<file path="config.mk">
export PLATFORM = sky130hd
export DESIGN_NAME = ep0_buf_ctrl
export DESIGN_NICKNAME = d
export VERILOG_FILES = /design/src/rtl/ep0_pkg.sv /design/src/rtl/ep0_buf_mem.sv /design/src/rtl/ep0_ptr.sv /design/src/rtl/ep0_irq.sv /design/src/rtl/ep0_own.sv /design/src/rtl/ep0_buf_ctrl.sv
export SDC_FILE = /design/constraint.sdc
export NUM_CORES = 1
export LEC_CHECK = 0
export BUFFER_PORTS_ARGS = -buffer_cell sky130_fd_sc_hd__buf_2
export CORE_MARGIN = 2
export CORE_UTILIZATION = 55
export DETAILED_ROUTE_END_ITERATION = 6
export PLACE_DENSITY_LB_ADDON = 0.08
export SETUP_SLACK_MARGIN = 0.3
export SLEW_MARGIN = 20
export SYNTH_ARGS = -nofsm -noshare
export SYNTH_HDL_FRONTEND = slang
export SYNTH_SLANG_ARGS = --single-unit
</file>
<file path="constraint.sdc">
create_clock -name clk_i -period 5.2 [get_ports clk_i]
set_input_delay 0.78 -clock clk_i [delete_from_list [all_inputs] [get_ports clk_i]]
set_output_delay 0.78 -clock clk_i [all_outputs]
set_load 0.03 [all_outputs]
</file>
<file path="src/rtl/ep0_pkg.sv">
package ep0_pkg;
  parameter int unsigned MPS_DEF = 8;
  parameter int unsigned DW_DEF  = 8;
  parameter int unsigned NIRQ    = 2;
  typedef enum int unsigned {
    IRQ_RDY = 0,
    IRQ_EMP = 1
  } irq_idx_e;
endpackage

</file>
<file path="src/rtl/ep0_buf_mem.sv">
module ep0_buf_mem #(
  parameter int unsigned DEPTH = 8,
  parameter int unsigned DW    = 8,
  localparam int unsigned AW   = (DEPTH > 1) ? $clog2(DEPTH) : 1
) (
  input  logic          clk_i,
  input  logic          we_i,
  input  logic [AW-1:0] waddr_i,
  input  logic [DW-1:0] wdata_i,
  input  logic [AW-1:0] raddr_i,
  output logic [DW-1:0] rdata_o
);
  logic [DW-1:0] mem_q [DEPTH];

  for (genvar g = 0; g < DEPTH; g++) begin : g_row
    always_ff @(posedge clk_i) begin
      if (we_i && (waddr_i == AW'(g))) mem_q[g] <= wdata_i;
    end
  end

  assign rdata_o = mem_q[raddr_i];
endmodule

</file>
<file path="src/rtl/ep0_ptr.sv">
module ep0_ptr #(
  parameter int unsigned MPS = 8,
  localparam int unsigned CW = $clog2(MPS + 1)
) (
  input  logic          clk_i,
  input  logic          rst_ni,
  input  logic          flush_i,
  input  logic          wr_inc_i,
  input  logic          rd_inc_i,
  input  logic          rd_rst_i,
  output logic [CW-1:0] wptr_o,
  output logic [CW-1:0] rptr_o
);
  logic [CW-1:0] wptr_q, rptr_q;

  always_ff @(posedge clk_i or negedge rst_ni) begin
    if (!rst_ni) begin
      wptr_q <= '0;
      rptr_q <= '0;
    end else if (flush_i) begin
      wptr_q <= '0;
      rptr_q <= '0;
    end else begin
      if (wr_inc_i) wptr_q <= wptr_q + CW'(1);
      if (rd_rst_i)      rptr_q <= '0;
      else if (rd_inc_i) rptr_q <= rptr_q + CW'(1);
    end
  end

  assign wptr_o = wptr_q;
  assign rptr_o = rptr_q;

  a_r2_len_bound: assert property (@(posedge clk_i) disable iff (!rst_ni)
    wptr_q <= CW'(MPS));
  a_r3_rptr_le_wptr: assert property (@(posedge clk_i) disable iff (!rst_ni)
    rptr_q <= wptr_q);
endmodule

</file>
<file path="src/rtl/ep0_irq.sv">
module ep0_irq #(
  parameter int unsigned N = 2
) (
  input  logic         clk_i,
  input  logic         rst_ni,
  input  logic [N-1:0] set_i,
  input  logic [N-1:0] clr_i,
  output logic [N-1:0] flag_o
);
  logic [N-1:0] flag_q;

  for (genvar g = 0; g < N; g++) begin : g_flag
    always_ff @(posedge clk_i or negedge rst_ni) begin
      if (!rst_ni)        flag_q[g] <= 1'b0;
      else if (set_i[g])  flag_q[g] <= 1'b1;  // set wins
      else if (clr_i[g])  flag_q[g] <= 1'b0;
    end

    a_r12_set_wins: assert property (@(posedge clk_i) disable iff (!rst_ni)
      set_i[g] |=> flag_q[g]);
    a_r12_w1c: assert property (@(posedge clk_i) disable iff (!rst_ni)
      (clr_i[g] && !set_i[g]) |=> !flag_q[g]);
  end

  assign flag_o = flag_q;
endmodule

</file>
<file path="src/rtl/ep0_own.sv">
module ep0_own #(
  parameter int unsigned MPS = 8,
  localparam int unsigned CW = $clog2(MPS + 1)
) (
  input  logic          clk_i,
  input  logic          rst_ni,
  input  logic          dir_i,
  input  logic          req_i,
  input  logic          ctl_we_i,
  input  logic          ctl_set_i,
  input  logic          ctl_clr_i,
  input  logic          emp_en_i,
  input  logic          cpu_push_i,
  input  logic          cpu_pop_i,
  input  logic          sie_rx_we_i,
  input  logic          sie_rx_done_i,
  input  logic          sie_tx_start_i,
  input  logic          sie_tx_rd_i,
  input  logic          sie_tx_done_i,
  input  logic [CW-1:0] wptr_i,
  input  logic [CW-1:0] rptr_i,
  output logic          valid_o,
  output logic          mode_rd_o,
  output logic          wr_inc_o,
  output logic          rd_inc_o,
  output logic          rd_rst_o,
  output logic          flush_o,
  output logic          rdy_set_o,
  output logic          emp_set_o
);
  logic dir_q, valid_q, valid_d;
  logic dir_chg, wm, rm, ctl, room, unread;
  logic rx_acc, rx_fin, pop_acc, last_pop, wm_clr;
  logic push_acc, push_fill, set_cmd, cpu_clr, sie_clr, tx_fin, rm_fall;
  logic tx_rst, tx_acc;

  assign dir_chg = dir_i ^ dir_q;
  assign wm      = ~dir_q & ~dir_chg;
  assign rm      =  dir_q & ~dir_chg;
  assign ctl     = ctl_we_i & ~req_i;
  assign room    = wptr_i < CW'(MPS);
  assign unread  = rptr_i < wptr_i;

  // control write: SIE fills, CPU drains
  assign rx_acc   = wm & ~valid_q & sie_rx_we_i & room;
  assign rx_fin   = wm & ~valid_q & sie_rx_done_i;
  assign pop_acc  = wm & valid_q & cpu_pop_i & unread;
  assign last_pop = pop_acc & ((rptr_i + CW'(1)) == wptr_i);
  assign wm_clr   = wm & valid_q & ctl & ctl_clr_i;

  // control read: CPU fills, SIE drains
  assign push_acc  = rm & ~valid_q & ~ctl & cpu_push_i & room;
  assign push_fill = push_acc & (wptr_i == CW'(MPS - 1));
  assign set_cmd   = rm & ~valid_q & ctl & ctl_set_i;
  assign cpu_clr   = rm & ~valid_q & ctl & ctl_clr_i;
  assign sie_clr   = rm & valid_q & ctl & ctl_clr_i;
  assign tx_fin    = rm & valid_q & sie_tx_done_i;
  assign rm_fall   = sie_clr | tx_fin;
  assign tx_rst    = rm & valid_q & ~rm_fall & sie_tx_start_i;
  assign tx_acc    = rm & valid_q & ~rm_fall & ~sie_tx_start_i & sie_tx_rd_i & unread;

  always_comb begin
    valid_d = valid_q;
    if (dir_chg)                             valid_d = 1'b0;
    else if (rx_fin | push_fill | set_cmd)   valid_d = 1'b1;
    else if (last_pop | wm_clr | rm_fall)    valid_d = 1'b0;
  end

  always_ff @(posedge clk_i or negedge rst_ni) begin
    if (!rst_ni) begin
      dir_q   <= 1'b0;
      valid_q <= 1'b0;
    end else begin
      dir_q   <= dir_i;
      valid_q <= valid_d;
    end
  end

  assign valid_o   = valid_q;
  assign mode_rd_o = dir_q;
  assign wr_inc_o  = rx_acc | push_acc;
  assign rd_inc_o  = pop_acc | tx_acc;
  assign rd_rst_o  = tx_rst;
  assign flush_o   = dir_chg | last_pop | wm_clr | rm_fall | cpu_clr;
  assign rdy_set_o = rx_fin;
  assign emp_set_o = rm_fall & emp_en_i;

  a_r2_done_sets_valid: assert property (@(posedge clk_i) disable iff (!rst_ni)
    rx_fin |=> valid_q);
  a_r7_zlp_after_flush: assert property (@(posedge clk_i) disable iff (!rst_ni)
    (set_cmd && ctl_clr_i) |=> (valid_q && wptr_i == '0));
  a_r11_req_blocks_set: assert property (@(posedge clk_i) disable iff (!rst_ni)
    (req_i && rm && !valid_q && !cpu_push_i) |=> !valid_q);
  a_r13_dir_flush: assert property (@(posedge clk_i) disable iff (!rst_ni)
    dir_chg |=> (!valid_q && wptr_i == '0));
  a_r3_last_pop_frees: assert property (@(posedge clk_i) disable iff (!rst_ni)
    last_pop |=> (!valid_q && wptr_i == '0));
endmodule

</file>
<file path="src/rtl/ep0_buf_ctrl.sv">
module ep0_buf_ctrl #(
  parameter int unsigned MPS = ep0_pkg::MPS_DEF,
  parameter int unsigned DW  = ep0_pkg::DW_DEF,
  localparam int unsigned CW = $clog2(MPS + 1),
  localparam int unsigned AW = (MPS > 1) ? $clog2(MPS) : 1
) (
  input  logic          clk_i,
  input  logic          rst_ni,
  input  logic          dir_rd_i,
  input  logic          req_pend_i,
  input  logic          ctl_we_i,
  input  logic          ctl_set_i,
  input  logic          ctl_clr_i,
  input  logic          emp_en_i,
  input  logic          irq_rdy_clr_i,
  input  logic          irq_emp_clr_i,
  input  logic          cpu_push_i,
  input  logic [DW-1:0] cpu_wdata_i,
  input  logic          cpu_pop_i,
  input  logic          sie_rx_we_i,
  input  logic [DW-1:0] sie_rx_data_i,
  input  logic          sie_rx_done_i,
  input  logic          sie_tx_start_i,
  input  logic          sie_tx_rd_i,
  input  logic          sie_tx_done_i,
  output logic          valid_o,
  output logic [CW-1:0] len_o,
  output logic [DW-1:0] buf_rdata_o,
  output logic          tx_short_o,
  output logic          tx_zlp_o,
  output logic          irq_rdy_o,
  output logic          irq_emp_o
);
  import ep0_pkg::*;

  logic [CW-1:0] wptr, rptr;
  logic valid, mode_rd, wr_inc, rd_inc, rd_rst, flush, rdy_set, emp_set;
  logic [NIRQ-1:0] irq_set, irq_clr, irq_flag;

  ep0_own #(.MPS(MPS)) u_own (
    .clk_i, .rst_ni,
    .dir_i(dir_rd_i), .req_i(req_pend_i),
    .ctl_we_i, .ctl_set_i, .ctl_clr_i, .emp_en_i,
    .cpu_push_i, .cpu_pop_i,
    .sie_rx_we_i, .sie_rx_done_i, .sie_tx_start_i, .sie_tx_rd_i, .sie_tx_done_i,
    .wptr_i(wptr), .rptr_i(rptr),
    .valid_o(valid), .mode_rd_o(mode_rd),
    .wr_inc_o(wr_inc), .rd_inc_o(rd_inc), .rd_rst_o(rd_rst), .flush_o(flush),
    .rdy_set_o(rdy_set), .emp_set_o(emp_set)
  );

  ep0_ptr #(.MPS(MPS)) u_ptr (
    .clk_i, .rst_ni,
    .flush_i(flush), .wr_inc_i(wr_inc), .rd_inc_i(rd_inc), .rd_rst_i(rd_rst),
    .wptr_o(wptr), .rptr_o(rptr)
  );

  ep0_buf_mem #(.DEPTH(MPS), .DW(DW)) u_mem (
    .clk_i,
    .we_i(wr_inc),
    .waddr_i(wptr[AW-1:0]),
    .wdata_i(mode_rd ? cpu_wdata_i : sie_rx_data_i),
    .raddr_i(rptr[AW-1:0]),
    .rdata_o(buf_rdata_o)
  );

  always_comb begin
    irq_set = '0;
    irq_clr = '0;
    irq_set[IRQ_RDY] = rdy_set;
    irq_set[IRQ_EMP] = emp_set;
    irq_clr[IRQ_RDY] = irq_rdy_clr_i;
    irq_clr[IRQ_EMP] = irq_emp_clr_i;
  end

  ep0_irq #(.N(NIRQ)) u_irq (
    .clk_i, .rst_ni, .set_i(irq_set), .clr_i(irq_clr), .flag_o(irq_flag)
  );

  assign valid_o    = valid;
  assign len_o      = wptr;
  assign tx_short_o = mode_rd & valid & (wptr < CW'(MPS));
  assign tx_zlp_o   = mode_rd & valid & (wptr == '0);
  assign irq_rdy_o  = irq_flag[IRQ_RDY];
  assign irq_emp_o  = irq_flag[IRQ_EMP];

  a_r10_emp_on_sent: assert property (@(posedge clk_i) disable iff (!rst_ni)
    (mode_rd && dir_rd_i && valid && sie_tx_done_i && emp_en_i) |=> irq_emp_o);
  a_r5_full_sets_valid: assert property (@(posedge clk_i) disable iff (!rst_ni)
    (mode_rd && dir_rd_i && !valid && wr_inc && wptr == CW'(MPS - 1)) |=> (valid_o && !tx_short_o));
endmodule

</file>
==> impl_metrics.csv <==
group,metric,value,unit
sta,setup_violations,0,
detailed_routing,drt_pass1_iterations,4,
placed_design,hpwl,4450,um
layout,multi_input_area,1190,um2
clock_network,clock_latency,0.34,ns
layout,n_antenna_cell,0,
layout,final_cell_area,3950,um2
layout,drive_gt1_share,38.1,%
logic_synthesis,synth_nets,254,
detailed_routing,routed_wirelength,6570,um
setup_path,endpoint_kind,"register",
sta,period_share,56.4,%
clock_network,cts_setup_buffers,0,
floorplanning,io_pins,50,
logic_synthesis,ys_ff_latch,76,
clock_network,htreeDepth,3,
layout,stdcell_count,340,
sta,hold_viol_final,0,
clock_network,root_buffer,"clkbuf_8",
sta,rsz0062_at_grt,"false",
clock_network,holdBufCountCts,0,
floorplanning,start_util,57.8,%
detailed_routing,vias,1928,
layout,syn_to_final_growth,13.4,%
setup_path,critPathSlowestCell,"nor2b_1",
detailed_routing,drc,0,
sta,maxSlewHeadroom,36.2,%
layout,nFillCells,463,
global_routing,first_global_vias,2000,
global_routing,track_usage,20.0,%
floorplanning,core_area,6030,um2
layout,layout_common_cells,"64 x edfxtp_1, 49 x buf_2, 16 x mux4_2, 16 x mux2_2, 13 x ha_1",
global_routing,overflow,0,
setup_path,path_buf_inv,0,
detailed_routing,drt-initial-drc-count,98,
logic_synthesis,syn_area,3480,um2
sta,final_max_slew_viol_count,0,
clock_network,cts.path.max_buffers,2,
detailed_routing,via_per_inst,5.67,
clock_network,cts-resized-gates,0,
sta,min_period,2.93,ns
logic_synthesis,synth-seq-area-share,63.8,%
layout,final_common_cell,"edfxtp_1",
logic_synthesis,synth_area_leader_cell,"edfxtp_1",
placed_design,place_area,3780,um2
worst_hold_path,hp-class,"in -> async",
detailed_routing,drt-wirelength-per-cell,19.3,um
layout,nets,306,
setup_path,path_delay_family,"simple AND/OR/NAND/NOR gates",
power_and_ir_drop,max-vdd-ir-drop,0.236,mV
layout,regArea,2220,um2
sta,finalClockSkew,0.00896,ns
placed_design,dp_cells,324,
logic_synthesis,synthCells,208,
clock_network,cts_tree,"yes",
logic_synthesis,synth_area_leaders,"edfxtp_1 55%, mux4_2 10%, dfrtp_1 8.6%",
global_routing,grt_pass1_wl,10400,um
power_and_ir_drop,power_per_cell_area,295,nW/um2
global_routing,antenna_found_initial,0,
logic_synthesis,synth.distinct_cells,39,
floorplanning,rows,28,
sta,fin_setup_tns,0,ns
floorplanning,die_w,83.6,um
sta,max_freq,0.341,GHz
floorplanning,die_area,6990,um2
setup_path,start_kind,"register",
sta,worst_pin_slew,0.955,ns
job,drv_cap,0,
setup_path,crit_type,"reg -> reg",
clock_network,cts.sinks,76,
setup_path,critPathRequiredTime,5.16,ns
setup_path,critPathArrivalTime,2.89,ns
floorplanning,die_h,83.6,um
setup_path,max_stage_delay,0.82,ns
setup_path,crit_chain,"ha_1 -> nor4bb_1 -> a32oi_1 -> nor2b_1",
layout,final_util,65.6,%
setup_path,critical_path.max_fanout,11,
clock_network,clk_pin_slew,0.08,ns
logic_synthesis,avgSynthCellArea,16.8,um2
placed_design,io_buffers,49,
global_routing,grt_max_degree,21,
logic_synthesis,synth_warnings,0,
detailed_routing,ant_nets,0,
logic_synthesis,synth_top_cell_area_share,55.2,%
outcome,status,"finished, final reports clean",
placed_design,gp_congestion,0.796,
power_and_ir_drop,p_leak,1.46,nW
clock_network,cts_made_buffers,9,
-- per-stage QoR --
stage / setup WS, ns / hold WS, ns / total power, mW
floorplan: 2.67 / 0.484 / 0.757
global route: 1.99 / 0.327 / 1.20
global placement: 2.24 / 0.509 / 0.790
CTS: 1.85 / 0.309 / 1.17
finish: 2.27 / 0.310 / 1.17
detailed placement: 2.15 / 0.514 / 0.793
-- cell type report --
class,count,share of cell area [%]
multi-input combinational,115,30.1
tap,75,2.37
inverter,9,0.855
clock buffer,10,3.23
timing repair buffer,49,6.21
clock inverter,6,1.01
sequential,76,56.3
-- worst reg2reg max path: stages (launching register included) --
cell,delay [ns]
dfrtp_1,0.71
ha_1,0.37
nor4bb_1,0.37
a32oi_1,0.27
nor2b_1,0.82
-- cell families after synthesis --
| logic type | share of synthesized area, % |
|---|---|
| AO/OA/AOI/OAI | 5.39 |
| XOR/XNOR | 2.01 |
| adder cells (fa/ha/maj) | 4.67 |
| buffers and inverters | 2.15 |
| flip-flops | 63.8 |
| multiplexers | 16.1 |
| AND/OR/NAND/NOR | 5.92 |
-- routing by layer --
layer / GRT usage (%) / up-vias / part of all wire [%]
met2: 33.4 / 40 / 52
met1: 27.0 / 962 / 43
met4: 6.16 / 0 / 0.97
met3: 3.66 / 7 / 4.0
li1: - / 919 / -
met5: 0 / - / 0
-- report_power, final --
part	switching, mW	internal [mW]	total [mW]	leakage, nW
registers	0.00877	0.674	0.683	0.739
clock network	0.214	0.172	0.387	0.0763
logic	0.0574	0.0378	0.0953	0.644
-- synthesized netlist by cell type --
master,instances
nor2b_1,3
o41ai_4,1
o31ai_2,1
clkbuf_1,4
o211ai_1,1
a31oi_1,1
buf_2,3
dfrtp_1,12
o21ai_0,4
nand3_2,1
mux2i_1,2
a211oi_1,3
or3_1,2
nor2_1,7
xnor2_1,5
a32oi_1,1
ha_1,13
nand2b_1,3
and3b_1,1
nand4_1,2
inv_1,9
a21oi_1,4
nand2_1,5
and2_1,6
a31o_2,1
nor4bb_1,1
nor3_1,1
and3_1,2
a221oi_2,1
xor2_1,3
mux2_2,16
o311ai_0,1
o22ai_1,1
a21o_1,2
buf_6,1
o2111ai_1,1
mux4_2,16
edfxtp_1,64
nand3_1,3
-- registers in the layout, summed over array words and instances, names as in the netlist --
register,count
u_mem.mem_q,64
u_own.valid_o,1
u_own.mode_rd_o,1
u_ptr.wptr_o,4
u_irq.flag_o,2
u_ptr.rptr_o,4
-- worst paths after layout --
path | from | end | slack [ns] | cells after the start
min | rst_ni | u_ptr.rptr_o[1] | 0.31 | 1
min reg2reg | u_irq.flag_o[1] | u_irq.flag_o[1] | 0.52 | 2
min in group clk_i | u_irq.flag_o[1] | u_irq.flag_o[1] | 0.52 | 2
max reg2reg | u_own.mode_rd_o | u_mem.mem_q[3][4] | 2.27 | 4
max | u_own.mode_rd_o | u_mem.mem_q[3][4] | 2.27 | 4
max in group asynchronous | rst_ni | u_ptr.rptr_o[0] | 4.65 | 1
No activity file was read; power rests on OpenSTA's default activity.
